### config.mk
export PLATFORM = sky130hd
export DESIGN_NAME = slot_scan_top
export DESIGN_NICKNAME = d
export VERILOG_FILES = /design/src/rtl/slot_scan_pkg.sv /design/src/rtl/slot_scan_seq.sv /design/src/rtl/slot_scan_track.sv /design/src/rtl/slot_scan_fifo.sv /design/src/rtl/slot_scan_top.sv
export SDC_FILE = /design/constraint.sdc
export NUM_CORES = 2
export LEC_CHECK = 0
export BUFFER_PORTS_ARGS = -buffer_cell sky130_fd_sc_hd__buf_2
export CORE_ASPECT_RATIO = 0.75
export CORE_MARGIN = 4
export CORE_UTILIZATION = 34
export DETAILED_ROUTE_END_ITERATION = 6
export GPL_TIMING_DRIVEN = 1
export PLACE_DENSITY = 0.49
export SYNTH_ARGS = -nofsm -noshare
export SYNTH_HDL_FRONTEND = slang
export SYNTH_SLANG_ARGS = --single-unit
### constraint.sdc
create_clock -name clk -period 8.9 [get_ports clk]
set_clock_uncertainty 0.05 [all_clocks]
set_input_delay 2.67 -clock clk [delete_from_list [all_inputs] [get_ports clk]]
set_output_delay 2.67 -clock clk [all_outputs]
set_load 0.03 [all_outputs]
### src/rtl/slot_scan_pkg.sv
package slot_scan_pkg;
  // Bus access phases; a read samples the sense bus on the edge leaving PH_STB2
  typedef enum logic [1:0] {
    PH_IDLE  = 2'd0,
    PH_SETUP = 2'd1,
    PH_STB1  = 2'd2,
    PH_STB2  = 2'd3
  } phase_e;
endpackage

### src/rtl/slot_scan_seq.sv
module slot_scan_seq
  import slot_scan_pkg::*;
#(
  parameter int NUM_SLOTS = 41,
  parameter int DATA_W    = 8,
  parameter int CIR_W     = 2,
  parameter int SLOT_W    = 6
) (
  input  logic                 clk,
  input  logic                 rst_n,
  input  logic [NUM_SLOTS-1:0] cfg_line,
  input  logic                 cmd_valid,
  output logic                 cmd_ready,
  input  logic [SLOT_W-1:0]    cmd_slot,
  input  logic [CIR_W-1:0]     cmd_cir,
  input  logic [DATA_W-1:0]    cmd_data,
  input  logic                 fifo_full,
  output logic [NUM_SLOTS-1:0] slot_sel,
  output logic [CIR_W-1:0]     cir_addr,
  output logic [DATA_W-1:0]    ctl_bus,
  output logic                 rd_stb,
  output logic                 wr_stb,
  output logic                 smp_en,
  output logic [SLOT_W-1:0]    smp_slot,
  output logic [CIR_W-1:0]     smp_cir
);
  localparam logic [SLOT_W-1:0] LAST_SLOT = SLOT_W'(NUM_SLOTS - 1);
  localparam logic [CIR_W-1:0]  LAST_CIR  = '1;

  phase_e              phase;
  logic                op_wr;
  logic                op_line;
  logic [SLOT_W-1:0]   op_slot;
  logic [CIR_W-1:0]    op_cir;
  logic [DATA_W-1:0]   op_data;
  logic [SLOT_W-1:0]   scan_slot;
  logic [CIR_W-1:0]    scan_cir;
  logic                scan_line;
  logic                active;
  logic                strobing;

  assign scan_line = cfg_line[scan_slot];

  always_ff @(posedge clk or negedge rst_n) begin
    if (!rst_n) begin
      phase     <= PH_IDLE;
      op_wr     <= 1'b0;
      op_line   <= 1'b0;
      op_slot   <= '0;
      op_cir    <= '0;
      op_data   <= '0;
      scan_slot <= '0;
      scan_cir  <= '0;
    end else begin
      case (phase)
        PH_IDLE: begin
          if (cmd_valid) begin
            // host write wins the gap between scan reads
            op_wr   <= 1'b1;
            op_line <= 1'b0;
            op_slot <= cmd_slot;
            op_cir  <= cmd_cir;
            op_data <= cmd_data;
            phase   <= PH_SETUP;
          end else if (!fifo_full) begin
            op_wr   <= 1'b0;
            op_line <= scan_line;
            op_slot <= scan_slot;
            op_cir  <= scan_line ? '0 : scan_cir;
            op_data <= '0;
            phase   <= PH_SETUP;
          end
        end
        PH_SETUP: phase <= PH_STB1;
        PH_STB1:  phase <= PH_STB2;
        PH_STB2: begin
          phase <= PH_IDLE;
          if (!op_wr) begin
            if (op_line || (scan_cir == LAST_CIR)) begin
              scan_cir  <= '0;
              scan_slot <= (scan_slot == LAST_SLOT) ? '0 : scan_slot + 1'b1;
            end else begin
              scan_cir <= scan_cir + 1'b1;
            end
          end
        end
        default: phase <= PH_IDLE;
      endcase
    end
  end

  assign active   = (phase != PH_IDLE);
  assign strobing = (phase == PH_STB1) || (phase == PH_STB2);

  for (genvar g = 0; g < NUM_SLOTS; g++) begin : g_sel
    assign slot_sel[g] = active && (op_slot == SLOT_W'(g));
  end

  assign cir_addr  = active ? op_cir : '0;
  assign ctl_bus   = (active && op_wr) ? op_data : '0;
  assign rd_stb    = strobing && !op_wr;
  assign wr_stb    = strobing && op_wr;
  assign cmd_ready = (phase == PH_IDLE);
  assign smp_en    = (phase == PH_STB2) && !op_wr;
  assign smp_slot  = op_slot;
  assign smp_cir   = op_cir;
endmodule

### src/rtl/slot_scan_track.sv
module slot_scan_track #(
  parameter int NUM_SLOTS = 41,
  parameter int DATA_W    = 8,
  parameter int CIR_W     = 2,
  parameter int SLOT_W    = 6
) (
  input  logic              clk,
  input  logic              rst_n,
  input  logic              smp_en,
  input  logic [SLOT_W-1:0] smp_slot,
  input  logic [CIR_W-1:0]  smp_cir,
  input  logic [DATA_W-1:0] smp_word,
  output logic              push,
  output logic [SLOT_W-1:0] push_slot,
  output logic [CIR_W-1:0]  push_cir,
  output logic [DATA_W-1:0] push_word,
  output logic [DATA_W-1:0] push_mask
);
  localparam int ENTRIES = NUM_SLOTS << CIR_W;
  localparam int IDX_W   = SLOT_W + CIR_W;

  logic [DATA_W-1:0] conf  [ENTRIES];
  logic [DATA_W-1:0] cand  [ENTRIES];
  logic              cand_v[ENTRIES];

  logic [IDX_W-1:0]  idx;
  logic [DATA_W-1:0] cur_conf;
  logic              same;
  logic              hit;

  assign idx      = {smp_slot, smp_cir};
  assign cur_conf = conf[idx];
  assign same     = (smp_word == cur_conf);
  assign hit      = cand_v[idx] && (smp_word == cand[idx]);

  always_ff @(posedge clk or negedge rst_n) begin
    if (!rst_n) begin
      for (int i = 0; i < ENTRIES; i++) begin
        conf[i]   <= '0;
        cand[i]   <= '0;
        cand_v[i] <= 1'b0;
      end
    end else if (smp_en) begin
      if (same) begin
        cand_v[idx] <= 1'b0;
      end else if (hit) begin
        conf[idx]   <= smp_word;
        cand_v[idx] <= 1'b0;
      end else begin
        cand[idx]   <= smp_word;
        cand_v[idx] <= 1'b1;
      end
    end
  end

  assign push      = smp_en && !same && hit;
  assign push_slot = smp_slot;
  assign push_cir  = smp_cir;
  assign push_word = smp_word;
  assign push_mask = smp_word ^ cur_conf;
endmodule

### src/rtl/slot_scan_fifo.sv
module slot_scan_fifo #(
  parameter int WIDTH = 24,
  parameter int DEPTH = 8
) (
  input  logic             clk,
  input  logic             rst_n,
  input  logic             in_valid,
  input  logic [WIDTH-1:0] in_data,
  output logic             full,
  output logic             out_valid,
  input  logic             out_ready,
  output logic [WIDTH-1:0] out_data
);
  localparam int PTR_W = (DEPTH > 1) ? $clog2(DEPTH) : 1;
  localparam int CNT_W = $clog2(DEPTH + 1);
  localparam logic [PTR_W-1:0] LAST_PTR = PTR_W'(DEPTH - 1);

  logic [WIDTH-1:0] mem [DEPTH];
  logic [PTR_W-1:0] wr_ptr;
  logic [PTR_W-1:0] rd_ptr;
  logic [CNT_W-1:0] count;
  logic             do_push;
  logic             do_pop;

  assign full      = (count == CNT_W'(DEPTH));
  assign out_valid = (count != '0);
  assign out_data  = mem[rd_ptr];
  assign do_push   = in_valid && !full;
  assign do_pop    = out_valid && out_ready;

  always_ff @(posedge clk) begin
    if (do_push) mem[wr_ptr] <= in_data;
  end

  always_ff @(posedge clk or negedge rst_n) begin
    if (!rst_n) begin
      wr_ptr <= '0;
      rd_ptr <= '0;
      count  <= '0;
    end else begin
      if (do_push) wr_ptr <= (wr_ptr == LAST_PTR) ? '0 : wr_ptr + 1'b1;
      if (do_pop)  rd_ptr <= (rd_ptr == LAST_PTR) ? '0 : rd_ptr + 1'b1;
      case ({do_push, do_pop})
        2'b10:   count <= count + 1'b1;
        2'b01:   count <= count - 1'b1;
        default: count <= count;
      endcase
    end
  end
endmodule

### src/rtl/slot_scan_top.sv
module slot_scan_top #(
  parameter int NUM_SLOTS = 41,
  parameter int DATA_W    = 8,
  parameter int CIR_W     = 2,
  parameter int SLOT_W    = 6,
  parameter int EVT_DEPTH = 8
) (
  input  logic                 clk,
  input  logic                 rst_n,
  input  logic [NUM_SLOTS-1:0] cfg_line,
  input  logic [DATA_W-1:0]    sense_bus,
  output logic [NUM_SLOTS-1:0] slot_sel,
  output logic [CIR_W-1:0]     cir_addr,
  output logic [DATA_W-1:0]    ctl_bus,
  output logic                 rd_stb,
  output logic                 wr_stb,
  input  logic                 cmd_valid,
  output logic                 cmd_ready,
  input  logic [SLOT_W-1:0]    cmd_slot,
  input  logic [CIR_W-1:0]     cmd_cir,
  input  logic [DATA_W-1:0]    cmd_data,
  output logic                 evt_valid,
  input  logic                 evt_ready,
  output logic [SLOT_W-1:0]    evt_slot,
  output logic [CIR_W-1:0]     evt_cir,
  output logic [DATA_W-1:0]    evt_word,
  output logic [DATA_W-1:0]    evt_mask
);
  localparam int EVT_W = SLOT_W + CIR_W + 2 * DATA_W;

  logic              fifo_full;
  logic              smp_en;
  logic [SLOT_W-1:0] smp_slot;
  logic [CIR_W-1:0]  smp_cir;
  logic              push;
  logic [SLOT_W-1:0] push_slot;
  logic [CIR_W-1:0]  push_cir;
  logic [DATA_W-1:0] push_word;
  logic [DATA_W-1:0] push_mask;
  logic [EVT_W-1:0]  head;

  slot_scan_seq #(
    .NUM_SLOTS(NUM_SLOTS), .DATA_W(DATA_W), .CIR_W(CIR_W), .SLOT_W(SLOT_W)
  ) u_seq (
    .clk(clk), .rst_n(rst_n), .cfg_line(cfg_line),
    .cmd_valid(cmd_valid), .cmd_ready(cmd_ready),
    .cmd_slot(cmd_slot), .cmd_cir(cmd_cir), .cmd_data(cmd_data),
    .fifo_full(fifo_full),
    .slot_sel(slot_sel), .cir_addr(cir_addr), .ctl_bus(ctl_bus),
    .rd_stb(rd_stb), .wr_stb(wr_stb),
    .smp_en(smp_en), .smp_slot(smp_slot), .smp_cir(smp_cir)
  );

  slot_scan_track #(
    .NUM_SLOTS(NUM_SLOTS), .DATA_W(DATA_W), .CIR_W(CIR_W), .SLOT_W(SLOT_W)
  ) u_track (
    .clk(clk), .rst_n(rst_n),
    .smp_en(smp_en), .smp_slot(smp_slot), .smp_cir(smp_cir), .smp_word(sense_bus),
    .push(push), .push_slot(push_slot), .push_cir(push_cir),
    .push_word(push_word), .push_mask(push_mask)
  );

  slot_scan_fifo #(
    .WIDTH(EVT_W), .DEPTH(EVT_DEPTH)
  ) u_fifo (
    .clk(clk), .rst_n(rst_n),
    .in_valid(push), .in_data({push_slot, push_cir, push_word, push_mask}),
    .full(fifo_full),
    .out_valid(evt_valid), .out_ready(evt_ready), .out_data(head)
  );

  assign {evt_slot, evt_cir, evt_word, evt_mask} = head;
endmodule

== Word level (Yosys, flattened, before mapping) ==
Memory sizes are Yosys's and may differ from the RTL's.
Cells that the tools add are included.

* Magnitude comparators: 3
* Reductions and logical operators: 66
* Add/sub/neg operators: 6
* Eq/ne operators: 54
* Mux-type cells: 42
* Bitwise gates (word level): 8

{| class="wikitable"
|+ Operator list
! kind !! number
|-
| $bwmux W1312 || 2
|-
| $mux W164 || 2
|-
| $and A164 B164 Y164 || 1
|-
| $not A164 Y164 || 1
|-
| $or A164 B164 Y164 || 1
|-
| $bmux W8 S8 || 2
|-
| $eq A6 B5 Y1 const B || 16
|-
| $demux W8 S8 || 1
|-
| $mux W8 || 8
|-
| $eq A6 B6 Y1 const B || 10
|-
| $logic_and A1 B1 Y1 || 51
|-
| $eq A6 B4 Y1 const B || 8
|-
| $eq A6 B3 Y1 const B || 4
|-
| $mux W6 || 3
|-
| $eq A8 B8 Y1 || 2
|-
| $mux W2 || 7
|-
| $eq A6 B2 Y1 const B || 2
|-
| $mux W1 || 10
|-
| $ge A9 B9 Y1 const B || 1
|-
| $lt A9 B1 Y1 const B || 1
|-
| $not A8 Y9 || 1
|-
| $reduce_and A3 Y1 || 3
|-
| $bmux W1 S8 || 1
|-
| $demux W1 S8 || 1
|-
| 26 further kinds || 40
|}

* Bits in writable memories: 192
* Output and inout bits: 79
* Memories: 1
* Register bits: 2826

{| class="wikitable"
|+ Memories
! name !! words !! bits a word !! rd ports !! clocked after Yosys merged registers in !! wr ports !! RTL line !! RTL
|-
| u_fifo.mem || 8 || 24 || 1 || 0 || 1 || slot_scan_fifo.sv:18 || <nowiki>logic [WIDTH-1:0] mem [DEPTH];</nowiki>
|}

== Logic depth before layout (Yosys ltp) ==
* Depth in word-level cells: 11
* Gate-level depth with buffers: 24
* Depth with buffers taken out: 16

== Cells and area by module ==
From an unflattened synthesis, not the netlist that was laid out.

* Cell total of the unflattened synthesis: 9456
* Area, all modules: 144240.8 um^2

{| class="wikitable"
|+ By module, submodules not included
! module !! cells each !! area each (um^2) !! instances !! sequential area each (um^2)
|-
| slot_scan_track || 8856 || 134083.6 || 1 || 69766.9
|-
| slot_scan_fifo || 340 || 8035.2 || 1 || 6015.8
|-
| slot_scan_seq || 260 || 2122.0 || 1 || 700.7
|}

== Worst setup path after synthesis ==
Ideal clock, no wire load.

* Path type: input port to flip-flop
* Start: input sense_bus[1]
* End: memory u_fifo.mem[4][0] (enable)
* Data arrival time: 7.135 ns
* Library setup time: 0.474 ns
* Slack: 1.241 ns
* Stages on the path: 7
* Cell sequence: clkbuf_1 or3_1 a2111oi_4 nand3_2 or4_1 clkbuf_1 nor4b_1

* Word-level cells in the longest chain between the ends: 7
* Elaborated cells on any way between the ends: 9
* Classes of those cells: eq/ne (2); mux (2); reduce/logical (5)

{| class="wikitable"
|+ RTL lines
! what !! RTL line !! RTL
|-
| start, declared || slot_scan_top.sv:11 || <nowiki>input logic [DATA_W-1:0] sense_bus,</nowiki>
|-
| $eq A8 B8 Y1 || slot_scan_track.sv:33 || <nowiki>assign same = (smp_word == cur_conf);</nowiki>
|-
| $logic_not A1 Y1 || slot_scan_track.sv:56 || <nowiki>assign push = smp_en && !same && hit;</nowiki>
|-
| $logic_and A1 B1 Y1 || slot_scan_track.sv:56 ||
|-
| $logic_and A1 B1 Y1 * || slot_scan_track.sv:56 ||
|-
| $logic_and A1 B1 Y1 * || slot_scan_fifo.sv:28 || <nowiki>assign do_push = in_valid && !full;</nowiki>
|-
| $mux W1 * || slot_scan_fifo.sv:32 || <nowiki>if (do_push) mem[wr_ptr] <= in_data;</nowiki>
|-
| $mux W1 (implied by the code) * || slot_scan_fifo.sv:32 ||
|-
| end, declared || slot_scan_fifo.sv:18 ||
|}

Mark *: on every way between the ends. The rest lies on a longest branch, timed or not.

== Final worst setup path ==
* Start: register u_seq.op_cir[0], in the netlist u_seq.smp_cir[0]
* End: register u_track.conf[418] (netlist name)

* Word-level cells in the longest chain between the ends: 7
* Elaborated cells on any way between the ends: 21
* Classes of those cells: order compare (2); eq/ne (2); mux (12); bitwise (2); reduce/logical (3)

{| class="wikitable"
|+ RTL lines
! what !! RTL line !! RTL
|-
| start, declared || slot_scan_seq.sv:34 || <nowiki>logic [CIR_W-1:0] op_cir;</nowiki>
|-
| start signal, assigned || slot_scan_seq.sv:62 || <nowiki>op_cir <= cmd_cir;</nowiki>
|-
| start signal, assigned || slot_scan_seq.sv:69 || <nowiki>op_cir <= scan_line ? '0 : scan_cir;</nowiki>
|-
| $not A8 Y9 (implied by the code) * || slot_scan_track.sv:32, slot_scan_track.sv:34, slot_scan_track.sv:47 ||
|-
| $bmux W8 S8 (on tied branches) || slot_scan_track.sv:34, slot_scan_track.sv:32 ||
|-
| $mux W8 (on tied branches) (2 in series) || slot_scan_track.sv:34, slot_scan_track.sv:32 ||
|-
| $eq A8 B8 Y1 (on tied branches) || slot_scan_track.sv:34, slot_scan_track.sv:33 ||
|-
| $logic_and A1 B1 Y1 or $not A1 Y1 (tied branches) || -- ||
|-
| $reduce_and A3 Y1 (no source line) || -- ||
|-
| end signal, assigned by index || slot_scan_track.sv:47 || <nowiki>conf[idx] <= smp_word;</nowiki>
|-
| end, declared || slot_scan_track.sv:22 || <nowiki>logic [DATA_W-1:0] conf [ENTRIES];</nowiki>
|}

Mark *: on every way between the ends. The rest lies on a longest branch, timed or not. The select of a mux whose other input is x is not followed.
A chain may end at the register's enable or synchronous reset.

==> impl_metrics.csv <==
group,metric,value,unit
setup_path,path_cells,"buf_12 -> buf_4 -> mux4_2 -> nand2_1 -> nand3_1 -> nor3_1 -> nand4_1 -> a311o_1 -> xor2_1 -> buf_4 -> nor4_2 -> buf_4 -> buf_4 -> buf_12 -> nor4_4 -> mux2_4",
synth,synth_edf_count,192,
detailed_routing,drt_pass1_iterations,6,
sta,min_period_over_period,93.4,%
global_routing,grt_pass1_vias,89900,
setup_path,rr_startpoint,"u_seq.smp_cir[0]$_DFFE_PN0P_",
sta,tns,0,ns
clock_network,cts_tree,"built",
power_and_ir_drop,switching_share,34.8,%
sta,drv_slew,2,
synth,synth_flop_cell,"dfrtp_1",
setup_path,critPathTopFamily,"simple AND/OR/NAND/NOR gates",
setup_path,reg2regPathDepth,16,
setup_path,r2r_end,"u_track.conf[418]$_DFFE_PN0P_",
synth,synth-xor-area-share,0.108,%
final_layout,area_delta_synth_final,13.2,%
final_layout,instances_no_fill,15200,
power_and_ir_drop,cell_internal_pwr,26.4,mW
placement,finalWeightedCongestion,0.875,
sta,period_minus_slack,8.31,ns
setup_path,critical_path_peak_fanout,52,
placement,dp_slack,1.14,ns
sta,worstMarginPinSlew,1.53,ns
synth,syn-num-nets,9245,
setup_path,critPathBufInv,6,
synth,ys_warn_count,0,
final_layout,nets,9368,
placement,place_hpwl,345000,um
synth,yosysSeqAreaShare,52.3,%
detailed_routing,ant_nets,0,
power_and_ir_drop,clockPowerShare,34.3,%
synth,syn_area,146000,um^2
setup_path,endpoint_kind,"flip-flop",
clock_network,holdBufCountCts,0,
floorplan,ios,148,
status,status,"finished with violations",
floorplan,die_area,441000,um^2
setup_path,crit_path_top_delay_cell,"nor3_1",
synth,synth-compound-area-share,3.99,%
global_routing,grt_max_degree,174,
sta,fmax,0.120,GHz
synth,synth_fa_ha_area_share,0.125,%
placement,dp_cells,14600,
clock_network,numCtsBuffers,327,
setup_path,crit_top_cell,"buf_4",
global_routing,grt_pass1_wl,730000,um
detailed_routing,wl,515000,um
status,violations,"capacitance limit, slew limit",
power_and_ir_drop,pwr_density_cell,244,nW/um^2
power_and_ir_drop,irDropWorstVdd,0.000229,V
floorplan,coreArea,428000,um^2
setup_path,critPathArrivalTime,9.03,ns
global_routing,grt_use_total,22.9,%
global_routing,antenna_found_initial,30,
power_and_ir_drop,p_sw,14.1,mW
synth,async_flop_share,93.6,%
detailed_routing,vias,86600,
clock_network,clk-insertion-delay-late,0.93,ns
clock_network,cts.sinks,3018,
power_and_ir_drop,pwr-share-seq,38.5,%
floorplan,die_h,576,um
synth,post_synth_and_or_nand_nor_area_fraction,5.32,%
sta,rsz0062_at_grt,"false",
clock_network,post_cts_buffers,0,
clock_network,path_clk_slew,0.07,ns
hold_path,hold_path_end,"u_seq.op_data[0]$_DFFE_PN0P_",
placement,place_area,155000,um^2
detailed_routing,drt-initial-drc-count,8112,
hold_path,hold_class,"reg2reg",
flow_run,maxCapViolCount,1,
synth,ys_seq_elements,3018,
final_layout,fin_util,38.7,%
detailed_routing,wl_per_cell,33.8,um
synth,syn_avg_cell_area,16.0,um^2
hold_path,hold_start,"u_seq.op_data[0]$_DFFE_PN0P_",
floorplan,fp-row-count,208,
setup_path,startpoint_type,"flip-flop",
setup_path,worstSetupPathType,"reg2reg",
setup_path,max_stage_delay,1.12,ns
hold_path,hold_path_depth,2,
sta,whs,0.412,ns
clock_network,cts-root-buf,"clkbuf_16",
placement,portBuffers,147,
sta,slew_headroom,-2.93,%
clock_network,cts.path.max_buffers,4,
clock_network,htree_levels,5,
detailed_routing,viasPerCell,5.70,
final_layout,final_layout_size_suffix_gt1_share,45.9,%
setup_path,worst_ep_required_time,9.62,ns
synth,netlist_instances,9162,
power_and_ir_drop,power.total,40.5,mW
final_layout,postLayoutCellArea,166000,um^2
setup_path,reg2reg_slack,0.59,ns
power_and_ir_drop,comb_power_share,27.1,%
detailed_routing,drc,0,
floorplan,start_util,34.2,%
power_and_ir_drop,p_leak,73.5,nW
sta,worst_slack,0.590,ns
synth,muxShareOfSynthArea,35.6,%
synth,synth_top_family_by_area,"multiplexers",
floorplan,fp.dieW,766,um
sta,setup_violations,0,
clock_network,cts_resized,0,
synth,ys_types,83,
sta,hold_viol,0,
global_routing,grt_overflow,0,
## how the worst max path moves through the flow
stage	from	slack [ns]	endpoint	cells after the start
floorplan	sense_bus[1]	1.24	u_fifo.mem[4][0]$_DFFE_PP_	7
global placement	u_seq.smp_cir[0]$_DFFE_PN0P_	1.03	u_track.conf[481]$_DFFE_PN0P_	15
detailed placement	u_seq.smp_cir[0]$_DFFE_PN0P_	1.14	u_track.conf[215]$_DFFE_PN0P_	14
CTS	u_seq.smp_cir[0]$_DFFE_PN0P_	1.08	u_track.conf[215]$_DFFE_PN0P_	14
global route	u_seq.smp_cir[0]$_DFFE_PN0P_	0.62	u_track.conf[463]$_DFFE_PN0P_	16
finish	u_seq.smp_cir[0]$_DFFE_PN0P_	0.59	u_track.conf[418]$_DFFE_PN0P_	16
## synth_stat cells, drive strengths merged (8+ instances only)
library cell  number  area (um^2)
dfrtp           2826        70700
mux2            2665        34500
mux4             688        15500
nand2            608         2280
clkbuf           445         1670
buf              321         2050
mux2i            219         2190
edfxtp           192         5770
a22oi            190         1430
nor4             181         3590
o2111ai          165         2470
nor2             117          439
a21oi             53          265
nand3             50          255
o21ai             35          175
nor3              33          165
nand4             32          200
a22o              29          254
a21bo             25          250
nor2b             23          144
and2              18          113
nand2b            17          106
o22ai             17          106
inv               15         56.3
a211oi            14          105
a31oi             14         87.6
ha                13          163
a221oi            12          105
a2111oi           10          106
xor2              10         87.6
and3               8         50.1
xnor2              8         70.1
## cell usage in the layout (no fill, tap or decap), types with 53 or more instances in the layout
cell type / count
clkbuf_1: 80
a21oi_1: 53
buf_4: 351
edfxtp_1: 192
mux2_1: 449
clkbuf_8: 76
clkbuf_16: 330
nand2_1: 607
mux2_2: 1032
mux2_4: 1184
o2111ai_2: 164
dfrtp_1: 2817
nor2_1: 87
buf_12: 60
nor4_4: 164
mux2i_1: 219
a22oi_1: 190
mux4_2: 688
buf_2: 138
## registers in the layout (all words and copies together) (netlist names), named ones only
name and count:
u_track.cand 1312, u_track.conf 1312, u_fifo.mem 192, u_seq.op_data 8, u_seq.scan_slot 6, u_seq.smp_slot 6, u_fifo.count 4, u_fifo.rd_ptr 3
u_fifo.wr_ptr 3, u_seq.phase 2, u_seq.scan_cir 2, u_seq.smp_cir 2, u_seq.op_line 1, u_seq.op_wr 1
## worst min-delay path, stage by stage (launching register included)
cell     delay, ns
dfrtp_1       0.34
nand2_1       0.05
nand2_1       0.05
## cells by family after synthesis
logic type      Yosys count
mux                    3572
flops                  3018
simple gates           1140
buf+inv                 781
compound gates          619
xor+xnor                 18
fa+ha+maj                14
## power by group through the flow
| stage | combinational, mW | clock [mW] | sequential, mW |
|---|---|---|---|
| CTS | 11.0 | 14.2 | 15.6 |
| finish | 11.0 | 13.9 | 15.6 |
| floorplan | 6.53 | 0 | 15.4 |
| global route | 11.4 | 14.7 | 15.7 |
| global placement | 10.8 | 0 | 15.8 |
| detailed placement | 11.0 | 0 | 15.8 |
## area by class of cell
type                    count  area, um^2
inverters                  15        56.3
repair buffers            560        4680
flip-flops and latches   3018       76500
clock inverters            94        1100
multi-input cells        5363       66600
well taps                5670        7090
fillers                 39200      263000
diodes                      5        12.5
clock buffers             486        9600
## metal layers
layer  vias up  GRT usage [%]  part of all wire, %
met2      2822           32.6                   42
met1     48200           34.9                   48
met4        18           5.96                  3.0
met3       653           5.34                  7.2
met5         -              0                0.020
li1      34900              -                    -
Power figures use the tool's default switching activity.
